--- config.mk ---
export PLATFORM = sky130hd
export DESIGN_NAME = pchk_expect
export DESIGN_NICKNAME = d
export VERILOG_FILES = /design/src/rtl/pchk_pkg.sv /design/src/rtl/pchk_expect.sv
export SDC_FILE = /design/constraint.sdc
export NUM_CORES = 1
export LEC_CHECK = 0
export BUFFER_PORTS_ARGS = -buffer_cell sky130_fd_sc_hd__buf_2
export CAP_MARGIN = 20
export CORE_MARGIN = 2
export CORE_UTILIZATION = 45
export DETAILED_ROUTE_END_ITERATION = 7
export MAX_ROUTING_LAYER = met4
export PLACE_DENSITY = 0.76
export SETUP_SLACK_MARGIN = 0.15
export SLEW_MARGIN = 5
export SYNTH_ARGS = -nofsm -noshare
export SYNTH_HDL_FRONTEND = slang
export SYNTH_SLANG_ARGS = --single-unit
--- constraint.sdc ---
create_clock -name vclk -period 5.85
set_input_delay 0.585 -clock vclk [all_inputs]
set_output_delay 0.585 -clock vclk [all_outputs]
set_load 0.02 [all_outputs]
--- src/rtl/pchk_pkg.sv ---
package pchk_pkg;

    typedef enum logic [2:0] {
        PAT_P7  = 3'd0,
        PAT_P15 = 3'd1,
        PAT_P23 = 3'd2,
        PAT_P31 = 3'd3,
        PAT_HF  = 3'd4,
        PAT_LF  = 3'd5
    } pat_e;

    typedef enum logic [2:0] {
        RA_CTRL = 3'd0,
        RA_PAT  = 3'd1,
        RA_BLO  = 3'd2,
        RA_BHI  = 3'd3,
        RA_ELO  = 3'd4,
        RA_EHI  = 3'd5
    } raddr_e;

    localparam int HIST_W     = 31;  // longest tap distance
    localparam int LOCK_BITS  = 64;  // clean run needed for lock
    localparam int WIN_BITS   = 64;  // error window length
    localparam int LOSS_LIMIT = 8;   // errors tolerated per window

    // Control word decoded from a write to the control register
    typedef struct packed {
        logic start;
        logic stop;
        logic clear;
    } cmd_t;

    function automatic logic is_prbs(pat_e p);
        return (p == PAT_P7) || (p == PAT_P15) || (p == PAT_P23) || (p == PAT_P31);
    endfunction

    function automatic int tap_near(pat_e p);
        case (p)
            PAT_P15: return 14;
            PAT_P23: return 18;
            PAT_P31: return 28;
            default: return 6;
        endcase
    endfunction

    function automatic int tap_far(pat_e p);
        case (p)
            PAT_P15: return 15;
            PAT_P23: return 23;
            PAT_P31: return 31;
            default: return 7;
        endcase
    endfunction

    function automatic logic code_legal(logic [2:0] c);
        return c <= 3'd5;
    endfunction

endpackage

--- src/rtl/pchk_expect.sv ---
module pchk_expect
    import pchk_pkg::*;
#(
    parameter int SYM_W = 8,
    localparam int PH_W = $clog2(SYM_W)
) (
    input  pat_e               pat,
    input  logic [SYM_W-1:0]   rx,
    input  logic [HIST_W-1:0]  hist,
    input  logic               locked,
    input  logic [PH_W-1:0]    phase,
    output logic [SYM_W-1:0]   err_vec,
    output logic [HIST_W-1:0]  hist_nxt,
    output logic               found,
    output logic [PH_W-1:0]    found_ph
);
    localparam int EXT_W = HIST_W + SYM_W;

    logic [EXT_W-1:0] ext;
    logic [SYM_W-1:0] prbs_exp;
    logic [SYM_W-1:0] base;
    logic [SYM_W-1:0] rot [SYM_W];
    logic [SYM_W-1:0] fix_exp;

    function automatic logic [SYM_W-1:0] rotr(input logic [SYM_W-1:0] v, input int k);
        logic [2*SYM_W-1:0] d;
        d = {v, v} >> k;
        return d[SYM_W-1:0];
    endfunction

    // History oldest at bit 0; newest received bit sits at the top
    always_comb begin
        ext      = {rx, hist};
        hist_nxt = ext[EXT_W-1 -: HIST_W];
    end

    always_comb begin
        prbs_exp = '0;
        for (int i = 0; i < SYM_W; i++) begin
            prbs_exp[i] = ext[HIST_W + i - tap_near(pat)] ^ ext[HIST_W + i - tap_far(pat)];
        end
    end

    always_comb begin
        base = '0;
        for (int i = 0; i < SYM_W; i++) begin
            if (pat == PAT_HF) base[i] = ((i % 2) == 0);
            else               base[i] = (i < SYM_W / 2);
        end
    end

    for (genvar g = 0; g < SYM_W; g++) begin : g_rot
        assign rot[g] = rotr(base, g);
    end

    always_comb begin
        found    = 1'b0;
        found_ph = '0;
        for (int k = SYM_W - 1; k >= 0; k--) begin
            if (rx == rot[k]) begin
                found    = 1'b1;
                found_ph = PH_W'(k);
            end
        end
    end

    always_comb begin
        fix_exp = rot[phase];
        if (is_prbs(pat))          err_vec = rx ^ prbs_exp;
        else if (!locked && found) err_vec = '0;
        else                       err_vec = rx ^ fix_exp;
    end

endmodule

# Word level (Yosys, flattened, before mapping)
# Index checks and enable logic that the tools add are counted.
# W data, S select, Z words.
# totals
reg_bits	0
inputBits	46
output_inout_bits	43
wordCells	135
# op_classes
addsub	16
magnitude_cmp	17
n_eq_ne	12
mux	73
bitwise_logic	11
n_reduce_logical	6
# ops
operator	n
$lt A32 B8 Y1 const B	16
$sub A7 B32 Y32 const A	14
$bmux W1 S6	16
$sub A6 B32 Y32 const A	2
$eq A8 B8 Y1	6
$mux W1	42
$mux W8	4
$pmux W5 S3	2
$bmux W8 S3	1
$mux W3	8
$eq A8 B7 Y1	2
$xor A8 B8 Y8	2
$xor A1 B1 Y1	8
$eq A3 B2 Y1 const B	2
$ge A4 B4 Y1 const B	1
$not A3 Y4	1
$eq A3 B1 Y1 const B	1
$eq A3 B3 Y1 const B	1
$logic_not A3 Y1	1
$logic_or A1 B1 Y1	3
$logic_and A1 B1 Y1	1
$logic_not A1 Y1	1

# Longest topological paths before layout
# Gate-level depths: netlist (run 1).
# depth
word_depth	14
mapped_depth	12
depth_no_buf	10

# Worst setup path after synthesis (run 1)
# OpenSTA, ideal clock, no wires.
# synth_timing
path_kind	input -> output
from	in pat[0]
to	out err_vec[6]
t_arrival_ns	2.768
required_ns	5.265
slack_ns	2.497
path_stages	10
cell_sequence	nor2b_1 inv_1 ha_1 clkbuf_1 mux4_2 a32oi_1 xnor2_1 nor3b_1 a21oi_1 nand2_1
# synth_between
elab_chain_cells	14
# synth_lines
item	line_no	source
start: declaration	pchk_expect.sv:7	input pat_e pat,
parallel branches: the longest is 13 deep, another holds $sub A7 B32 Y32	-	
$mux W8 *	pchk_expect.sv:69	if (is_prbs(pat)) err_vec = rx ^ prbs_exp;
end: declaration	pchk_expect.sv:12	output logic [SYM_W-1:0] err_vec,
# Mark *: on every way between the ends. The select of a mux whose other input is x is not followed.

# Worst setup path in the final report (run 1)
# layout_timing
from	in pat[2]
to	out err_vec[2]
# The elaborated chain is that of the path after synthesis.

==> results of run 1 <==
[cells in the final DEF, fill, tap and decap left out, types with 2 or more instances in the layout]
cell type and count:
nand2b_1 2, a22oi_1 6, nor3_1 7, ha_1 5, inv_1 8, or3b_1 2, a22o_1 2, xnor2_1 11
a21oi_1 14, xor2_1 3, nand3b_1 4, mux2_2 8, or3_1 3, a32oi_1 2, and3_1 7, buf_2 89
a221oi_1 4, o21ai_0 16, nand4b_1 2, o21bai_1 2, o22ai_1 6, mux4_2 4, nor3b_1 6, o221ai_1 4
mux2i_1 9, inv_2 2, nor2_1 18, nor2b_1 13, nand2_1 31, o22a_1 3, nand3_1 9
[per-layer routing]
layer | vias to the layer above | wire length (microns)
li1 | 1083 | -
met1 | 993 | 2430
met2 | 117 | 2460
met3 | 8 | 372
met4 | 0 | 93
met5 | - | 0
[metrics by stage]
stage | instance area (sq um) | hold WS (ns)
final | 2100 | 1.41
after global routing | 2100 | 1.42
after CTS | 2100 | 1.41
after detailed placement | 2100 | 1.40
after global placement | 2100 | 1.41
after floorplan | 1930 | 1.28
[where the power goes]
| part | total [mW] | internal [mW] | switching, mW |
|---|---|---|---|
| clock network | 0 | 0 | 0 |
| registers | 0 | 0 | 0 |
| logic | 0.202 | 0.0819 | 0.120 |
[final cells by class]
class	instances	area, sq um	area share
multi-input cells	222	1540	0.735
inverters	11	42.5	0.0202
well taps	50	62.6	0.0298
repair buffers	90	453	0.215
[logic make-up after synthesis]
kind of cell             Yosys count
buffers and inverters             64
adder cells (fa/ha/maj)            5
AO/OA/AOI/OAI                     74
multiplexers                      21
XOR/XNOR                          14
AND/OR/NAND/NOR                  108
[critical path, stage by stage]
cell and delay, ns:
buf_2 0.38, or3b_4 0.51, clkinv_2 0.24, mux2i_1 0.29, a211oi_1 0.08, a31o_2 0.25, o41ai_2 0.75, or3b_1 0.44
a2bb2oi_2 0.14, buf_2 0.18
[final timing paths]
kind | end | cells after the start | start | slack [ns]
max | err_vec[2] | 10 | pat[2] | 1.40
min | hist_nxt[3] | 2 | hist[11] | 1.41
==> metrics.md, run 1 <==
| Metric | Value |
|---|---|
| Worst endpoint required time | 5.27 ns |
| Outcome | complete, no violations |
| Slew HR | 0.431 |
| Die footprint | 4830 sq um |
| Final number of setup-violating endpoints | 0 |
| Postcts setup bufs | 0 |
| Design Power | 202 uW |
| CTS Hold Bufs | 0 |
| Total grt overflow | 0 |
| Initial DRC count | 238 |
| Worst Tran Pin Value | 0.845 ns |
| Tcrit/Tclk final | 0.760 |
| DR vias | 2201 |
| DR pass1 iterations | 5 |
| Max-slew violation count | 0 |
| Leak | approximately 0.99 nW |
| Post-Syn Instances | 286 |
| Syn avg cell area | between 6 and 7 sq um |
| Nature of the critical path endpoint | primary output |
| # IOs | 89 |
| Peak Freq | between 0.2 and 0.25 GHz |
| Setup TNS | 0 ns |
| Pre-CTS WS | ~1.4 ns |
| Die H | between 60 and 70 microns |
| First-pass GRT wire length | between 8000 and 9000 microns |
| Fillers | 398 |
| Util after Layout | 0.518 |
| Via/cell ratio | 5.90 |
| Maximum VDD drop | ~0.05 mV |
| Resize count post-CTS | 0 |
| Met2 usage | 0.359 |
| Port Buffers | between 80 and 90 |
| Antenna viol nets, final | 0 |
| Path type of the worst setup path | input port to primary output |
| Final setup margin | 1.40 ns |
| Critical path startpoint category | input port |
| Seq_cells | 0 |
| Rows | 23 |
| Final net count | approximately 380 |
| Vias in the first global route | 1830 |
| Global placement routability congestion | 0.997 |
| Final Non-Filler Cells | 373 |
| Clock buf count | 0 |
| Largest family of logic cells by synthesized area | simple AND/OR/NAND/NOR gates |
| Synth Area in Simple Gates | 0.292 |
| Initial Utilization | 0.475 |
| Share of cells above drive strength 1 | 0.353 |
| Mapped Area | 1930 sq um |
| Met1 usage in global routing | 0.298 |
| Multiplexer share of the synthesized area | 0.140 |
| Core box area | 4060 sq um |
| MaxCap Viol Count | 0 |
| Largest net degree at the start of global routing | 32 |
| RSZ-0062 raised after global routing | false |
| DIE WIDTH | about 69 microns |
| Register area | 0 sq um |
| Met3 Resource Use GR | 0.00436 |
| Synth Area in Compound Gates | 0.272 |
| Sequential element share of the synthesized area | 0 |
| WL/cell | approximately 14 microns |
| Post-Synth XOR/XNOR Area | 0.0636 |
| DPL Wire Length | 4180 microns |
| Adder-cell area share of the yosys netlist | 0.0324 |
| Placed instance count | 373 |
| Power Dens Cells | 96.1 nW/um^2 |
| Data arrival, critical path | 3.86 ns |
| Synth top cells by count | buf_4, nand2_1, nor2_1 |
| Number of remaining DRC errors | 0 |
| Gr busiest metal | met2 |
| Area Overhead vs Synth | 8.95% |
| Post-synth cell types | 56 |
| Final hold viol count | 0 |
| Synth Net Count | 337 |
| Minimum clock period | 4.45 ns |
| Initial antenna violation count | 0 |
| Synth top area cells | buf_4, nand2_1, xnor2_1 |
| Final wirelength | 5350 microns |
| # diodes | 0 |
| GRT Overall Usage | 0.215 |
| HP Class | input port to primary output |
| Number of synthesis warnings | 0 |
| Largest area contributor in the netlist | buf_4 |
| Crit Path Max Fanout | 31 |
| Area share of the largest cell type after synthesis | 0.121 |
No activity file was read; power rests on OpenSTA's default activity.
==> inputs of run 2 (changes only) <==
--- a/config.mk
+++ b/config.mk
@@ -11,7 +11,7 @@
 export CORE_UTILIZATION = 45
 export DETAILED_ROUTE_END_ITERATION = 7
 export MAX_ROUTING_LAYER = met4
-export PLACE_DENSITY = 0.76
+export PLACE_DENSITY = 0.79
 export SETUP_SLACK_MARGIN = 0.15
 export SLEW_MARGIN = 5
 export SYNTH_ARGS = -nofsm -noshare
==> constraint.sdc (replaced) <==
create_clock -name vclk -period 3.8
set_input_delay 0.38 -clock vclk [all_inputs]
set_output_delay 0.38 -clock vclk [all_outputs]
set_load 0.02 [all_outputs]
==> metrics.md, run 2 (synthesized netlist as in run 1, its figures left out) <==
| Metric | Value |
|---|---|
| Seq_cells | 0 (unchanged) |
| DR vias | 2216 (was 2201) |
| Peak Freq | 0.300 GHz |
| Commonest non-fill, non-tap cells in the layout | buf_2, nand2_1, nor2_1 (unchanged) |
| Fillers | 429 (was 398) |
| Highest routed metal layer | met4 (unchanged) |
| Met2 Routed Length | 2550 microns (was 2460 microns) |
| # IOs | 89 (unchanged) |
| CP peak stage delay | 0.46 ns (was 0.75 ns) |
| Path type of the worst setup path | input port to primary output (unchanged) |
| Slew HR | 0.568 (was 0.431) |
| Maximum VDD drop | 0.0771 mV (was 0.0509 mV) |
| Rows | 23 (unchanged) |
| Initial DRC count | 299 (was 238) |
| Outcome | complete, no violations (unchanged) |
| Post-DP Area | 2140 sq um (was 2100 sq um) |
| Slowest cell on crit path | or3b_4 (was o41ai_2) |
| Nature of the critical path endpoint | primary output (unchanged) |
| Worst Tran Pin Value | 0.631 ns (was 0.845 ns) |
| Largest net degree at the start of global routing | 29 (was 32) |
| RSZ-0062 raised after global routing | false (unchanged) |
| Hold depth | 2 (unchanged) |
| Die footprint | 4830 sq um (unchanged) |
| Final number of setup-violating endpoints | 0 (unchanged) |
| Tcrit/Tclk final | 0.876 |
| Clock buf count | 0 (unchanged) |
| Initial Utilization | 0.475 (unchanged) |
| CTS Hold Bufs | 0 (unchanged) |
| Die H | 69.5 microns (unchanged) |
| WL met1 | 2520 microns (was 2430 microns) |
| Critical path startpoint category | input port (unchanged) |
| Worst endpoint required time | 3.42 ns (was 5.27 ns) |
| Final wirelength | 5620 microns (was 5350 microns) |
| Data arrival, critical path | 2.95 ns (was 3.86 ns) |
| Resize count post-CTS | 0 (unchanged) |
| Postcts setup bufs | 0 (unchanged) |
| Max-slew violation count | 0 (unchanged) |
| Vias in the first global route | 1953 (was 1830) |
| DIE WIDTH | 69.5 microns (unchanged) |
| Multi-input gate area | 1540 sq um (unchanged) |
| Power Dens Cells | 148 nW/um^2 (was 96.1 nW/um^2) |
| Final instance area | 2140 sq um (was 2100 sq um) |
| MaxCap Viol Count | 0 (unchanged) |
| CP delay by family, top | compound AO/OA/AOI/OAI gates (unchanged) |
| DR WL met3 | 494 microns (was 372 microns) |
| Commonest non-fill, non-tap cell in the layout | buf_2 (unchanged) |
| Area Overhead vs Synth | 10.9% (was 8.95%) |
| Crit Path Max Fanout | 19 (was 31) |
| Antenna viol nets, final | 0 (unchanged) |
| Register area | 0 sq um (unchanged) |
| WL/cell | 14.9 microns (was 14.4 microns) |
| Total grt overflow | 0 (unchanged) |
| DPL Wire Length | 4410 microns (was 4180 microns) |
| Hold Crit Endpoint | hist_nxt[4] (was hist_nxt[3]) |
| Minimum clock period | 3.33 ns |
| Global placement routability congestion | 0.957 (was 0.997) |
| Core box area | 4060 sq um (unchanged) |
| Critical-path cell list | buf_2 -> or3b_4 -> clkinv_2 -> mux2i_1 -> a211oi_1 -> a31o_2 -> o41ai_2 -> or3b_1 -> a2bb2oi_2 -> buf_2 (unchanged) |
| Final hold viol count | 0 (unchanged) |
| Share of cells above drive strength 1 | 0.363 (was 0.353) |
| Crit path buf inv count | 3 (unchanged) |
| Final net count | 381 (was 376) |
| First-pass GRT wire length | 9070 microns (was 8690 microns) |
| Leak | 1.01 nW (was 0.988 nW) |
| HP Class | input port to primary output (unchanged) |
| GRT Overall Usage | 0.223 (was 0.215) |
| Number of remaining DRC errors | 0 (unchanged) |
| Initial antenna violation count | 0 (unchanged) |
| CP most frequent cell | buf_2 (unchanged) |
| Setup TNS | 0 ns (unchanged) |
| Via/cell ratio | 5.86 (was 5.90) |
| # diodes | 0 (unchanged) |
| DR pass1 iterations | 4 (was 5) |
| Hold_sp | hist[12] (was hist[11]) |
| Port Buffers | 89 (unchanged) |
-- run 2: cell count changes in the layout (fill, tap and decap cells not counted) --
cell / delta
buf_4: +5
-- run 2: worst max path at each step --
stage / from / to / cells after the start
4_1_cts: pat[0] / err_vec[2] / 10
3_3_place_gp: pat[0] / err_vec[2] / 10
3_5_place_dp: pat[0] / err_vec[2] / 10
2_1_floorplan: pat[0] / err_vec[6] / 10
5_1_grt: pat[0] / err_vec[2] / 10
6_report: pat[0] / err_vec[2] / 10
-- run 2: final cells by class --
cell class | instances | area share
Inverter | 11 | 0.0199
Multi-Input combinational cell | 222 | 0.722
Tap cell | 50 | 0.0292
Timing Repair Buffer | 95 | 0.229
-- run 2: through the flow --
| stage | total power [mW] | hold slack, ns | std cells | worst slack (ns) | utilization |
|---|---|---|---|---|---|
| finish | 0.317 | 0.999 | 378 | 0.471 | 0.527 |
| CTS | 0.315 | 1.00 | 378 | 0.488 | 0.527 |
| floorplan | 0.238 | 0.873 | 286 | 0.857 | - |
| global route | 0.344 | 1.01 | 378 | 0.254 | 0.527 |
| detailed placement | 0.314 | 1.00 | 378 | 0.484 | 0.527 |
| global placement | 0.310 | 0.996 | 378 | 0.523 | 0.527 |
-- run 2: power breakdown --
group | internal [mW] | switching [mW] | total (mW)
registers | 0 | 0 | 0
logic | 0.129 | 0.188 | 0.317
clock network | 0 | 0 | 0
-- run 2: per-layer routing --
layer | global-route usage | vias to the layer above
met4 | 0.0240 | 0
li1 | - | 1086
met1 | 0.312 | 996
met2 | 0.370 | 128
met5 | - | -
met3 | 0.00872 | 6
